<file path="src/rtl/page_write_seq_pkg.sv">
package page_write_seq_pkg;

  typedef enum logic [1:0] {
    ST_IDLE = 2'd0,
    ST_SCAN = 2'd1,
    ST_HOLD = 2'd2
  } seqState_t;

  typedef struct packed {
    logic loadAddr;
    logic storeByte;
    logic commitPtr;
    logic clearBuf;
    logic scanStep;
  } pwStrobe_t;

endpackage

</file>
<file path="src/rtl/pwb_datapath.sv">
module pwb_datapath
  import page_write_seq_pkg::*;
#(
  parameter int ADDR_W     = 14,
  parameter int PAGE_BYTES = 64
) (
  input  logic              clk,
  input  logic              rstN,
  input  pwStrobe_t         strb,
  input  logic [ADDR_W-1:0] addrIn,
  input  logic [7:0]        byteIn,
  output logic              hasData,
  output logic              scanLast,
  output logic              arrWe,
  output logic [ADDR_W-1:0] arrAddr,
  output logic [7:0]        arrData,
  output logic [ADDR_W-1:0] ptrOut
);

  localparam int SLOT_W = $clog2(PAGE_BYTES);
  localparam int CNT_W  = SLOT_W + 1;
  localparam logic [CNT_W-1:0] FULL_CNT = CNT_W'(PAGE_BYTES);

  logic [ADDR_W-1:0] startAddr;
  logic [SLOT_W-1:0] cursor;
  logic [CNT_W-1:0]  byteCount;
  logic              armed;
  logic [SLOT_W-1:0] scanIdx;
  logic [ADDR_W-1:0] ptrQ;
  logic [PAGE_BYTES-1:0] slotValid;
  logic [7:0]        slotData [PAGE_BYTES];
  logic              acceptByte;
  logic [SLOT_W-1:0] lowSum;
  logic [ADDR_W-1:0] ptrAfter;

  assign acceptByte = strb.storeByte && armed;

  // per-slot storage: valid flag and byte, later bytes overwrite earlier ones
  for (genvar g = 0; g < PAGE_BYTES; g++) begin : gSlot
    always_ff @(posedge clk or negedge rstN) begin
      if (!rstN) begin
        slotValid[g] <= 1'b0;
        slotData[g]  <= 8'h00;
      end else if (strb.clearBuf || strb.loadAddr) begin
        slotValid[g] <= 1'b0;
      end else if (acceptByte && (cursor == SLOT_W'(g))) begin
        slotValid[g] <= 1'b1;
        slotData[g]  <= byteIn;
      end
    end
  end

  always_ff @(posedge clk or negedge rstN) begin
    if (!rstN) begin
      startAddr <= '0;
      cursor    <= '0;
      byteCount <= '0;
      armed     <= 1'b0;
    end else if (strb.loadAddr) begin
      startAddr <= addrIn;
      cursor    <= addrIn[SLOT_W-1:0];
      byteCount <= '0;
      armed     <= 1'b1;
    end else if (strb.clearBuf) begin
      byteCount <= '0;
      armed     <= 1'b0;
    end else if (acceptByte) begin
      cursor <= cursor + 1'b1;
      if (byteCount != FULL_CNT) byteCount <= byteCount + 1'b1;
    end
  end

  // pointer left behind after a write
  assign lowSum   = startAddr[SLOT_W-1:0] + byteCount[SLOT_W-1:0];
  assign ptrAfter = (byteCount == FULL_CNT) ? startAddr
                  : {startAddr[ADDR_W-1:SLOT_W], lowSum};

  always_ff @(posedge clk or negedge rstN) begin
    if (!rstN)               ptrQ <= '0;
    else if (strb.loadAddr)  ptrQ <= addrIn;
    else if (strb.commitPtr) ptrQ <= ptrAfter;
  end

  always_ff @(posedge clk or negedge rstN) begin
    if (!rstN)              scanIdx <= '0;
    else if (strb.scanStep) scanIdx <= scanIdx + 1'b1;
  end

  assign hasData  = (byteCount != '0);
  assign scanLast = (scanIdx == SLOT_W'(PAGE_BYTES - 1));
  assign arrWe    = strb.scanStep && slotValid[scanIdx];
  assign arrAddr  = {startAddr[ADDR_W-1:SLOT_W], scanIdx};
  assign arrData  = slotData[scanIdx];
  assign ptrOut   = ptrQ;

endmodule

</file>
<file path="src/rtl/pwb_control.sv">
module pwb_control
  import page_write_seq_pkg::*;
#(
  parameter int WRITE_CYCLES = 200
) (
  input  logic      clk,
  input  logic      rstN,
  input  logic      startSeen,
  input  logic      wpIn,
  input  logic      addrLoad,
  input  logic      byteValid,
  input  logic      stopSeen,
  input  logic      hasData,
  input  logic      scanLast,
  output pwStrobe_t strb,
  output logic      busy
);

  localparam int TMR_W = $clog2(WRITE_CYCLES + 1);
  localparam logic [TMR_W-1:0] TMR_LAST = TMR_W'(WRITE_CYCLES - 1);

  seqState_t  state, stateNext;
  logic [TMR_W-1:0] timer;
  logic       wpAtOpen;
  logic       idle;
  logic       stopNow;
  logic       protect;
  logic       goScan;

  assign idle    = (state == ST_IDLE);
  assign stopNow = idle && stopSeen;
  assign protect = wpAtOpen || wpIn;
  assign goScan  = stopNow && hasData && !protect;

  always_comb begin
    strb           = '0;
    strb.loadAddr  = idle && addrLoad;
    strb.storeByte = idle && byteValid && !addrLoad;
    strb.commitPtr = stopNow && hasData;
    strb.scanStep  = (state == ST_SCAN);
    strb.clearBuf  = (stopNow && !goScan) || ((state == ST_SCAN) && scanLast);
  end

  always_comb begin
    stateNext = state;
    unique case (state)
      ST_IDLE: if (goScan) stateNext = ST_SCAN;
      ST_SCAN: if (scanLast) stateNext = ST_HOLD;
      ST_HOLD: if (timer == TMR_LAST) stateNext = ST_IDLE;
      default: stateNext = ST_IDLE;
    endcase
  end

  always_ff @(posedge clk or negedge rstN) begin
    if (!rstN) state <= ST_IDLE;
    else       state <= stateNext;
  end

  always_ff @(posedge clk or negedge rstN) begin
    if (!rstN)                 timer <= '0;
    else if (state != ST_HOLD) timer <= '0;
    else                       timer <= timer + 1'b1;
  end

  always_ff @(posedge clk or negedge rstN) begin
    if (!rstN)                  wpAtOpen <= 1'b0;
    else if (idle && startSeen) wpAtOpen <= wpIn;
  end

  assign busy = !idle;

endmodule

</file>
<file path="src/rtl/page_write_seq.sv">
module page_write_seq
  import page_write_seq_pkg::*;
#(
  parameter int ADDR_W       = 14,
  parameter int PAGE_BYTES   = 64,
  parameter int WRITE_CYCLES = 200
) (
  input  logic              clk,
  input  logic              rstN,
  input  logic              startSeen,
  input  logic              wpIn,
  input  logic              addrLoad,
  input  logic [ADDR_W-1:0] addrIn,
  input  logic              byteValid,
  input  logic [7:0]        byteIn,
  input  logic              stopSeen,
  output logic              busy,
  output logic              arrWe,
  output logic [ADDR_W-1:0] arrAddr,
  output logic [7:0]        arrData,
  output logic [ADDR_W-1:0] ptrOut
);

  pwStrobe_t strb;
  logic      hasData;
  logic      scanLast;

  pwb_control #(
    .WRITE_CYCLES(WRITE_CYCLES)
  ) ctrl_i (
    .clk(clk), .rstN(rstN), .startSeen(startSeen), .wpIn(wpIn),
    .addrLoad(addrLoad), .byteValid(byteValid), .stopSeen(stopSeen),
    .hasData(hasData), .scanLast(scanLast), .strb(strb), .busy(busy)
  );

  pwb_datapath #(
    .ADDR_W(ADDR_W), .PAGE_BYTES(PAGE_BYTES)
  ) dp_i (
    .clk(clk), .rstN(rstN), .strb(strb), .addrIn(addrIn), .byteIn(byteIn),
    .hasData(hasData), .scanLast(scanLast), .arrWe(arrWe),
    .arrAddr(arrAddr), .arrData(arrData), .ptrOut(ptrOut)
  );

endmodule

</file>
<file path="config.mk">
export PLATFORM = sky130hd
export DESIGN_NAME = page_write_seq
export DESIGN_NICKNAME = d
export VERILOG_FILES = /design/src/rtl/page_write_seq_pkg.sv /design/src/rtl/pwb_datapath.sv /design/src/rtl/pwb_control.sv /design/src/rtl/page_write_seq.sv
export SDC_FILE = /design/constraint.sdc
export NUM_CORES = 1
export LEC_CHECK = 0
export BUFFER_PORTS_ARGS = -buffer_cell sky130_fd_sc_hd__buf_2
export CAP_MARGIN = 15
export CORE_ASPECT_RATIO = 0.5
export CORE_MARGIN = 5
export CORE_UTILIZATION = 32
export DETAILED_ROUTE_END_ITERATION = 16
export PLACE_DENSITY = 0.52
export RECOVER_POWER = 100
export SYNTH_ARGS = -nofsm -noshare
export SYNTH_HDL_FRONTEND = slang
export SYNTH_SLANG_ARGS = --single-unit
</file>
<file path="constraint.sdc">
create_clock -name clk -period 7.7 [get_ports clk]
set_input_delay 0.385 -clock clk [delete_from_list [all_inputs] [get_ports clk]]
set_output_delay 0.385 -clock clk [all_outputs]
set_load 0.01 [all_outputs]
</file>
==> qor.yml <==
outcome:
  status: "complete, but fails checks"
  failed_checks: "capacitance limit, slew limit"
timing:
  tns_ns: 0
  layout_min_cycle_time_ns: 6.02
  tightest_slew_ns: 3.95
  period_share_pct: 78.2
  hold_viol: 0
  setup_viol: 0
  hold_slack_ns: 0.0697
  grt_setup_unrepaired: "false"
  fmax_mhz: 166
  slew-limit-headroom_pct: -164
  fin_skew_ns: 0.0175
  slew_viol_final: 466
power_and_ir_drop:
  ir_drop_uv: 223
  comb_power_share_pct: 22.9
  power_density_nw_per_um2: 289
  clkPwrFrac_pct: 35.5
  power_uw: 9460
  p_leak_uw: 0.0160
  switching_share_pct: 31.7
  internal_power_uw: 6460
  seqPwrFrac_pct: 41.7
  p_sw_uw: 3000
synthesis:
  async_flop_share_pct: 100
  synth_top_flop_cell: "dfrtp_1"
  ys_warn_count: 0
  synth_edf_count: 0
  syn_inst: 2043
  ys_types: 62
  syn-cell-area_sq_um: 30500
  postSynthAreaPerCell_sq_um: 14.9
  ys_ff_latch: 635
  syn-num-nets: 2086
  yosysSeqAreaShare_pct: 52.1
route:
  avgViaCountPerCell: 5.07
  vias: 17100
  first_pass_iters: 5
  avgRoutedWirePerCell_um: 23.5
  ant_nets: 0
  drt_iter0_markers: 1133
  drc: 0
  wirelength_mm: 79.4
setup_path:
  critPathLaunchType: "register"
  worst-r2r-cell-count: 9
  cp.depth: 7
  crit_chain: "clkbuf_1 > nand3_1 > o221ai_1 > a211oi_1 > a211oi_1 > or3_1 > clkbuf_1"
  cp.arrival_ns: 5.63
  path_class: "register to output pin"
  r2r_slack_ns: 2.02
  end_kind: "output pin"
  slowest_stage: "clkbuf_1"
  critPathMaxStageDelay_ns: 1.35
  critical_path_peak_fanout: 20
  cp.required_ns: 7.32
  path_delay_family: "compound AO/OA/AOI/OAI gates"
  path_buf_inv: 2
clock_tree:
  clockBufferDepth: 3
  cts_tree: "done"
  numCtsBuffers: 67
  ctsHtreeMaxLevel: 3
  cts_root_buffer: "clkbuf_16"
  cts.repair.resized: 0
  clk_pin_slew_worst_paths_ns: 0.06
  cts_setup_buffers: 0
  worstSkewPairLatency_ns: 0.61
  clock_sinks: 635
cells_and_area:
  layout_common_cells: "dfrtp_1 (634), mux2_2 (350), nand2_1 (182), mux2_1 (178), mux4_2 (122)"
  nets: 2099
  nFillCells: 9289
  post-route-util_pct: 34.5
  syn2layout_area_growth_pct: 7.44
  final_common_cell: "dfrtp_1"
  n_antenna_cell: 0
  layout-drive-gt1-share_pct: 30.8
  final_area_sq_um: 32700
placement:
  gp_congestion: 0.751
  place_area_sq_um: 31900
  dpl.hpwl_mm: 47.3
  portBuffers: 66
die:
  start_util_pct: 32.1
  dieArea_sq_um: 102000
  num_rows: 80
  core_area_sq_um: 94900
  ioPinCount: 67
  die_x_um: 446
  die_h_um: 228
hold_path:
  min_path_cells: 3
  hp-class: "input pin to register"
grt:
  grt_pass1_vias: 17900
  grt-ovfl-total: 0
  grt_max_degree: 192
  antenna_found_initial: 2
  grt_pass1_wl_mm: 121
  grtUsageTotal_pct: 15.6
flow_run:
  cap_violations: 8
synthesized netlist by cell type (all sizes together), types with 2 or more instances:
| library cell | n | area share, % |
|---|---|---|
| dfrtp | 635 | 52 |
| mux2 | 528 | 22 |
| nand2 | 182 | 2.3 |
| mux4 | 122 | 9.0 |
| clkbuf | 101 | 1.3 |
| nand3 | 75 | 3.6 |
| buf | 63 | 1.5 |
| mux2i | 61 | 2.0 |
| nor2 | 28 | 0.34 |
| and2 | 23 | 0.48 |
| a211oi | 22 | 0.54 |
| a22oi | 19 | 0.47 |
| a21oi | 17 | 0.28 |
| o22ai | 15 | 0.31 |
| xor2 | 15 | 0.43 |
| ha | 13 | 0.53 |
| a22o | 12 | 0.34 |
| o221ai | 12 | 0.34 |
| nor2b | 11 | 0.23 |
| o21ai | 11 | 0.18 |
| xnor2 | 9 | 0.26 |
| and3 | 8 | 0.16 |
| inv | 8 | 0.099 |
| a211o | 6 | 0.17 |
| nand2b | 5 | 0.10 |
| a221oi | 4 | 0.11 |
| nor3 | 4 | 0.066 |
| a21o | 3 | 0.074 |
| and4 | 3 | 0.094 |
| nand4 | 3 | 0.062 |
| or3 | 3 | 0.062 |
| a31oi | 2 | 0.041 |
| nand3b | 2 | 0.049 |
| o21bai | 2 | 0.049 |
| o311ai | 2 | 0.057 |
cell type report:
cell class | count | area (sq um) | share of cell area, %
Clock buffer | 98 | 1950 | 5.97
Clock inverter | 23 | 299 | 0.913
Inverter | 8 | 30.0 | 0.0917
Multi-Input combinational cell | 1236 | 12300 | 37.7
Sequential cell | 635 | 15900 | 48.5
Tap cell | 1271 | 1590 | 4.86
Timing Repair Buffer | 108 | 638 | 1.95
stage by stage:
| step | worst slack, ns | std cells |
|---|---|---|
| 5_1_grt | 1.57 | 3379 |
| 3_3_place_gp | 3.00 | 3248 |
| 4_1_cts | 2.89 | 3379 |
| 2_1_floorplan | 4.87 | 2043 |
| 3_5_place_dp | 2.96 | 3248 |
| 6_report | 1.68 | 3379 |
power by group through the flow:
stage	clock (uW)	combinational (uW)	sequential, uW
6_report	3360	2160	3940
5_1_grt	3600	2320	3980
4_1_cts	3460	2420	3940
3_5_place_dp	0	2410	4000
3_3_place_gp	0	2400	3990
2_1_floorplan	0	1740	3870
worst min-delay path, delay by kind of cell:
| family | cells | cell delay, ns |
|---|---|---|
| AND/OR/NAND/NOR | 2 | 0.13 |
| buffers and inverters | 1 | 0.12 |
worst paths after layout:
path                                                   from                              to
worst max register to register  dp_i.scanIdx[2]$_DFFE_PN0P_  dp_i.slotData[154]$_DFFE_PN0P_
min in group asynchronous                              rstN   dp_i.startAddr[6]$_DFFE_PN0P_
worst min register to register    ctrl_i.timer[0]$_DFF_PN0_       ctrl_i.timer[0]$_DFF_PN0_
worst min-delay path                              addrIn[5]   dp_i.startAddr[5]$_DFFE_PN0P_
worst max-delay path            dp_i.scanIdx[2]$_DFFE_PN0P_                      arrData[4]
max in group asynchronous                              rstN  dp_i.slotData[220]$_DFFE_PN0P_
registers in the layout, summed over array words and instances, names as in the netlist, 2 cells and up:
signal,cells
dp_i.slotData,512
dp_i.slotValid,64
dp_i.ptrOut,14
dp_i.startAddr,14
ctrl_i.timer,8
dp_i.byteCount,7
dp_i.cursor,6
dp_i.scanIdx,6
ctrl_i.state,2
cells by family after synthesis:
logic type	Yosys count	share of synthesized area, %
AND/OR/NAND/NOR	351	7.68
multiplexers	711	32.7
adder cells (fa/ha/maj)	14	0.599
AO/OA/AOI/OAI	136	3.35
buffers and inverters	172	2.84
flip-flops	635	52.1
XOR/XNOR	24	0.690
repair_timing:
item / in CTS / in global routing
hold endpoints to repair: 102 / 0
hold buffers: 10 / 0
setup endpoints to repair: 0 / 0
layer usage:
| metal | share of wire, % | GRT usage, % |
|---|---|---|
| met1 | 47 | 22.0 |
| met2 | 46 | 24.3 |
| met3 | 4.0 | 3.44 |
| met4 | 2.7 | 4.24 |
| met5 | 0.016 | 0 |
(Power assumes the default switching activity.)
